$ cat src/rtl/flyby_dma.sv
module flyby_dma #(
  parameter int NCH = 4,
  parameter int AW  = 16,
  parameter int CW  = 16
) (
  input  logic                   clk,
  input  logic                   rst_n,
  input  logic                   cfg_we,
  input  logic [$clog2(NCH)-1:0] cfg_ch,
  input  logic [1:0]             cfg_sel,
  input  logic [AW-1:0]          cfg_wdata,
  input  logic [NCH-1:0]         dreq,
  output logic [NCH-1:0]         dack,
  output logic                   hold_req,
  input  logic                   hold_ack,
  output logic [AW-1:0]          addr,
  output logic                   mem_rd,
  output logic                   mem_wr,
  output logic                   io_rd,
  output logic                   io_wr,
  output logic [NCH-1:0]         irq
);
  localparam int CHW = $clog2(NCH);

  typedef enum logic [2:0] {S_IDLE, S_HOLD, S_RD, S_WR, S_FIN} state_t;
  state_t state;

  logic [AW-1:0]  addr_q [NCH];
  logic [CW-1:0]  cnt_q  [NCH];
  logic [NCH-1:0] dir_q;
  logic [CHW-1:0] cur, pick;
  logic           found, busy, xfer, last;

  always_comb begin
    pick  = '0;
    found = 1'b0;
    for (int i = NCH - 1; i >= 0; i--)
      if (cnt_q[i] != '0 && dreq[i]) begin
        pick  = i[CHW-1:0];
        found = 1'b1;
      end
  end

  assign busy     = state != S_IDLE;
  assign xfer     = state == S_RD || state == S_WR;
  assign last     = cnt_q[cur] == {{(CW-1){1'b0}}, 1'b1};
  assign hold_req = state == S_HOLD || xfer;
  assign dack     = xfer ? (NCH'(1) << cur) : '0;
  assign irq      = state == S_FIN ? (NCH'(1) << cur) : '0;
  assign addr     = xfer ? addr_q[cur] : '0;
  assign mem_rd   = xfer && !dir_q[cur];
  assign io_rd    = xfer && dir_q[cur];
  assign io_wr    = state == S_WR && !dir_q[cur];
  assign mem_wr   = state == S_WR && dir_q[cur];

  always_ff @(posedge clk) begin
    if (!rst_n) begin
      state <= S_IDLE;
      cur   <= '0;
      dir_q <= '0;
      for (int i = 0; i < NCH; i++) begin
        addr_q[i] <= '0;
        cnt_q[i]  <= '0;
      end
    end else begin
      if (cfg_we && !(busy && cfg_ch == cur))
        case (cfg_sel)
          2'd0: addr_q[cfg_ch] <= cfg_wdata;
          2'd1: cnt_q[cfg_ch]  <= CW'(cfg_wdata);
          2'd2: dir_q[cfg_ch]  <= cfg_wdata[0];
          default: ;
        endcase
      case (state)
        S_IDLE: if (found) begin
          cur   <= pick;
          state <= S_HOLD;
        end
        S_HOLD: if (hold_ack) state <= S_RD;
        S_RD:   state <= S_WR;
        S_WR: begin
          addr_q[cur] <= addr_q[cur] + {{(AW-1){1'b0}}, 1'b1};
          cnt_q[cur]  <= cnt_q[cur] - {{(CW-1){1'b0}}, 1'b1};
          state       <= last ? S_FIN : S_RD;
        end
        default: state <= S_IDLE;
      endcase
    end
  end

  assert_dack_onehot_R5: assert property (@(posedge clk) disable iff (!rst_n)
    $onehot0(dack));
  assert_dack_needs_bus_R4: assert property (@(posedge clk) disable iff (!rst_n)
    (|dack) |-> hold_req);
  assert_no_dack_before_grant_R4: assert property (@(posedge clk) disable iff (!rst_n)
    (hold_req && !(|dack) && !hold_ack) |=> !(|dack));
  assert_strobe_pairs_R10: assert property (@(posedge clk) disable iff (!rst_n)
    !(mem_rd && mem_wr) && !(io_rd && io_wr));
  assert_irq_bus_free_R9: assert property (@(posedge clk) disable iff (!rst_n)
    (|irq) |-> (!hold_req && $onehot(irq)));
  assert_addr_steady_R6: assert property (@(posedge clk) disable iff (!rst_n)
    (state == S_RD) |=> (addr == $past(addr)));
  assert_addr_step_R8: assert property (@(posedge clk) disable iff (!rst_n)
    (state == S_WR && !last) |=> (addr == $past(addr) + {{(AW-1){1'b0}}, 1'b1}));
endmodule

$ cat config.mk
export PLATFORM = sky130hd
export DESIGN_NAME = flyby_dma
export DESIGN_NICKNAME = d
export VERILOG_FILES = /design/src/rtl/flyby_dma.sv
export SDC_FILE = /design/constraint.sdc
export NUM_CORES = 1
export LEC_CHECK = 0
export BUFFER_PORTS_ARGS = -buffer_cell sky130_fd_sc_hd__buf_2
export CAP_MARGIN = 20
export CORE_MARGIN = 2
export CORE_UTILIZATION = 30
export CTS_CLUSTER_SIZE = 40
export DETAILED_ROUTE_END_ITERATION = 6
export GPL_ROUTABILITY_DRIVEN = 0
export HOLD_SLACK_MARGIN = 0.15
export PLACE_DENSITY_LB_ADDON = 0.25
export SKIP_CTS_REPAIR_TIMING = 1
export SLEW_MARGIN = 5
export SYNTH_ARGS = -nofsm -noshare
export SYNTH_HDL_FRONTEND = slang
export SYNTH_SLANG_ARGS = --single-unit
$ cat constraint.sdc
create_clock -name clk -period 2.9 [get_ports clk]
set_input_delay 0.435 -clock clk [delete_from_list [all_inputs] [get_ports clk]]
set_output_delay 0.435 -clock clk [all_outputs]
set_load 0.02 [all_outputs]
Yosys cells after proc, flatten, opt, wreduce, memory -nomap -nowiden
Memory sizes are Yosys's and may differ from the RTL's. A register that Yosys moved wholly into a read port is not among the register bits.
Index checks and enable logic that the tools add are counted.
Operators by class
  bitwise operators: 0
  $mul: 0
  equality and inequality tests: 10
  $add $sub $neg: 2
  reduce and logical (&&, ||, !) cells: 29
  shifts and indexed selects: 1
  magnitude comparators: 3
  muxes and demuxes: 48
  divide/modulo/power cells: 0
Operators with widths (count)
  2-to-1 mux 16 bit: 5
  nonzero test 16 bit: 4
  OR reduction 16 bit: 4
  2-to-1 mux 2 bit: 12
  2-to-1 mux 1 bit: 22
  adder 16 x 1 -> 16 bit, second input constant: 1
  equality test 16 x 1 -> 1 bit, second input constant: 1
  subtractor 16 x 1 -> 16 bit, second input constant: 1
  case mux 3 bit (4 select lines): 1
  logical AND 1 bit: 11
  2-to-1 mux 3 bit: 3
  2-to-1 mux 4 bit: 2
  equality test 3 x 2 -> 1 bit, second input constant: 2
  < comparator 2 x 3 -> 1 bit, second input constant: 2
  AND reduction 2 bit: 3
  bitwise mux 4 bit: 1
  != test 2 bit, second input constant: 2
  left shift 1 x 2 -> 4 bit, first input constant: 1
  equality test 3 x 1 -> 1 bit, second input constant: 1
  equality test 3 bit, second input constant: 1
  logical NOT 3 bit: 1
  nonzero test 3 bit: 1
  binary-select mux 1 bit (select 2 bit): 1
  demux 1 bit (select 2 bit): 1
  other kinds (7): 9
Storage, ports and cells
  flip-flop bits (word level): 9
  memory bits (writable): 128
  memories kept: 2
  memory bits (read-only): 0
  latch bits: 0
  word-level logic and storage cells: 98
  bits of input ports: 28
Memory list
  addr_q: depth 4, bits a word 16, read ports 1, clocked after memory_dff 1, write ports 4, line 28  | logic [AW-1:0] addr_q [NCH];
  cnt_q: depth 4, bits a word 16, read ports 5, clocked after memory_dff 1, write ports 4, line 29  | logic [CW-1:0] cnt_q [NCH];

Longest topological paths before layout
  depth in word-level cells: 9
  mapped depth: 10
  mapped depth without buffers: 7

Worst setup path before layout
No wires, ideal clock.
  kind: input to register
  start point: in cfg_ch[1]
  end point: mem cnt_q[1][0] (enable)
  stages: 6
  slack: 0.033 ns
  data arrival time: 2.473 ns
  path buffers: 2
  required time: 2.506 ns
  cell sequence: clkbuf_1 > xnor2_1 > a311oi_2 > nand3_1 > clkbuf_1 > o211ai_1
RTL lines
  start, declared: line 9  | input logic [$clog2(NCH)-1:0] cfg_ch,
  end, declared: line 29

==> results_dict.tcl <==
set metrics [dict create \
    syn_nets 698 \
    wl_mm 23.4 \
    end_kind "flop" \
    cap_violations 0 \
    ys_ff_latch 139 \
    powerDensity_nw_per_um2 597 \
    synth-async-reset-ratio_pct 0 \
    syn_to_final_growth_pct 19.3 \
    antenna_found_initial 0 \
    worstHoldEndpoint "state[1]$_SDFFE_PN0P_" \
    rrSetupSlack_ns 0.19 \
    swShare_pct 27.3 \
    final_nets 764 \
    numPortBuffers 56 \
    clock-root-buffer "clkbuf_16" \
    layout_worst_path_cycle_share_pct 93.6 \
    path_clk_slew_ns 0.06 \
    drc_errors 0 \
    first_pass_iters 5 \
    grt_max_degree 30 \
    min_delay_path_depth 3 \
    initial_utilization_pct 30.7 \
    cts_tree "done" \
    grt_pass1_wl_mm 36.0 \
    drt_iter0_markers 565 \
    overflow 0 \
    n_fill_cell 2398 \
    irDropWorstVdd_mv 0.397 \
    tns_ns 0 \
    clock_latency_ns 0.43 \
    switchingPower_mw 1.45 \
    placed_cells 1038 \
    dieHeight_um 162 \
    regArea_um2 4070 \
    routedWlPerCell_um 21.9 \
    hp-start "hold_ack" \
    cp-start-kind "flop" \
    r2r-end "cnt_q[3][7]$_DFFE_PP_" \
    p_leak_nw 3.11 \
    grt_setup_unrepaired "no" \
    die_w_um 162 \
    post-route-min-period_ns 2.71 \
    synthDistinctLibCells 46 \
    cp_max_fo 6 \
    synth_area_per_cell_um2 11.2 \
    pwr-share-comb_pct 14.3 \
    tightest_slew_ns 0.664 \
    via_count 5758 \
    power.share.clock_pct 41.8 \
    synth_edf_count 128 \
    status "finished, final reports clean" \
    hold_path_class "in2reg" \
    drv_slew 0 \
    hpwlAfterDp_mm 16.1 \
    yosysTopAreaCell "edfxtp_1" \
    p_int_mw 3.88 \
    synth_area_leaders "edfxtp_1, mux4_2, nand2_1" \
    vias_per_cell 5.38 \
    synth.top_cell.area_share_pct 51.3 \
    yosys_warnings 0 \
    antenna_left 0 \
    dieArea_um2 26300 \
    worstPathArrival_ns 2.86 \
    setup_violations 0 \
    grt_pass1_vias 5766 \
    core_um2 24400 \
    power_frac_seq_pct 43.9 \
    antenna_cells 0 \
    io_pins 57 \
    grtUsageTotal_pct 18.6 \
    drive_above_1_share_pct 23.9 \
    ys.flop_type "edfxtp_1" \
    final_cells 1070 \
    rows 57 \
    synth-seq-area-share_pct 54.2 \
    final_hold_viol_count 0 \
    synthCells 667 \
    path_class "reg2reg" \
    cts_buffers 17 \
    fin_skew_ns 0.00894 \
    relSlewSlack_pct 55.6 \
    multi_input_area_um2 3190 \
    synth_area_um2 7490 \
    cp.required_ns 3.05 \
    fmax_mhz 368 \
    cts_buffer_depth 2 \
    htreeDepth 4 \
    rr_worst_depth 6 \
    cts.sinks 139 \
]
[cells in the mapped netlist (all sizes together) (2+ instances only)]
cell type and n:
nand2b 6, or2 4, a21oi 6, o21ai 96
ha 3, mux4 33, clkbuf 28, a41oi 2
buf 21, nand4b 3, or3 6, nand3b 4
o211ai 4, o221a 2, o22ai 17, inv 7
nor2 36, dfxtp 11, and3 6, xor2 9
a22o 19, nor3 10, edfxtp 128, nand2 119
a21boi 3, and2 17, nor4 17, nand4 4
nand3 14, nor2b 4, xnor2 21
[cells in the final DEF, fill, tap and decap left out, types with 4 or more instances in the layout]
cell,instances
edfxtp_1,128
nand2_1,119
o21ai_0,78
buf_2,56
nor2_1,34
buf_4,34
mux4_2,33
xnor2_1,21
a22o_1,19
o21ai_1,18
o22ai_1,17
and2_1,17
nor4_1,17
clkbuf_16,17
nand3_1,14
dfxtp_1,9
xor2_1,8
inv_1,7
nor3_1,7
and3_1,6
nand2b_1,6
a21oi_1,6
buf_12,6
or3_1,5
or2_2,4
nand3b_1,4
o211ai_1,4
nand4_1,4
clkinv_4,4
clkinvlp_4,4
[cells by family after synthesis]
group / share of synthesized area, %
AO/OA/AOI/OAI: 12.0
XOR/XNOR: 3.51
adder cells (fa/ha/maj): 0.501
buffers and inverters: 3.41
flip-flops: 54.2
multiplexers: 10.1
AND/OR/NAND/NOR: 16.3
[power by group through the flow]
stage	clock network, mW	logic [mW]	registers, mW
after floorplan	0	0.508	2.35
after global placement	0	0.761	2.38
after detailed placement	0	0.760	2.38
after CTS	2.25	0.763	2.34
after global routing	2.33	0.827	2.35
final	2.23	0.765	2.34
[worst max path at each step]
stage,to,slack (ns),cells past startpoint
global placement,cnt_q[0][14]$_DFFE_PP_,0.16,8
global route,addr_q[2][12]$_DFFE_PP_,0.0007,9
finish,cnt_q[3][7]$_DFFE_PP_,0.19,6
detailed placement,cnt_q[1][14]$_DFFE_PP_,0.13,8
floorplan,cnt_q[1][0]$_DFFE_PP_,0.03,6
CTS,cnt_q[0][14]$_DFFE_PP_,0.12,8
[worst max-delay path: stages (launching register included)]
cell,delay [ns]
dfxtp_2,0.46
mux4_2,0.59
or3_1,0.45
nor4_1,0.39
buf_4,0.18
xnor2_1,0.23
o21ai_0,0.14
[routing by layer]
layer	track usage (%)	share of wire [%]	up-vias
li1	-	-	2641
met1	25.3	44	2844
met2	30.3	48	247
met3	2.71	6.5	26
met4	6.72	2.2	0
met5	0	0	-
[area by class of cell]
type / instances / area share [%]
well taps: 324 / 4.53
multi-input cells: 472 / 35.6
clock buffers: 18 / 4.91
repair buffers: 96 / 7.33
flip-flops and latches: 139 / 45.5
inverters: 7 / 0.294
clock inverters: 14 / 1.82
[per-stage QoR]
stage | utilization, % | hold WS [ns] | power [mW] | worst slack (ns) | area (um^2)
final | 36.7 | 0.283 | 5.33 | 0.186 | 8940
after global routing | 36.7 | 0.280 | 5.51 | 0.000723 | 8940
after CTS | 36.6 | 0.267 | 5.35 | 0.117 | 8930
after detailed placement | 34.1 | 0.474 | 3.14 | 0.133 | 8330
after global placement | 34.1 | 0.472 | 3.14 | 0.164 | 8330
after floorplan | - | 0.454 | 2.86 | 0.0326 | 7490
[registers in the layout, indices dropped and copies added (netlist names), named ones only]
register and flops:
addr_q 64, dir_q 4, cur 2, state 3
cnt_q 64
Note: power is estimated with default switching activity, not from simulation.
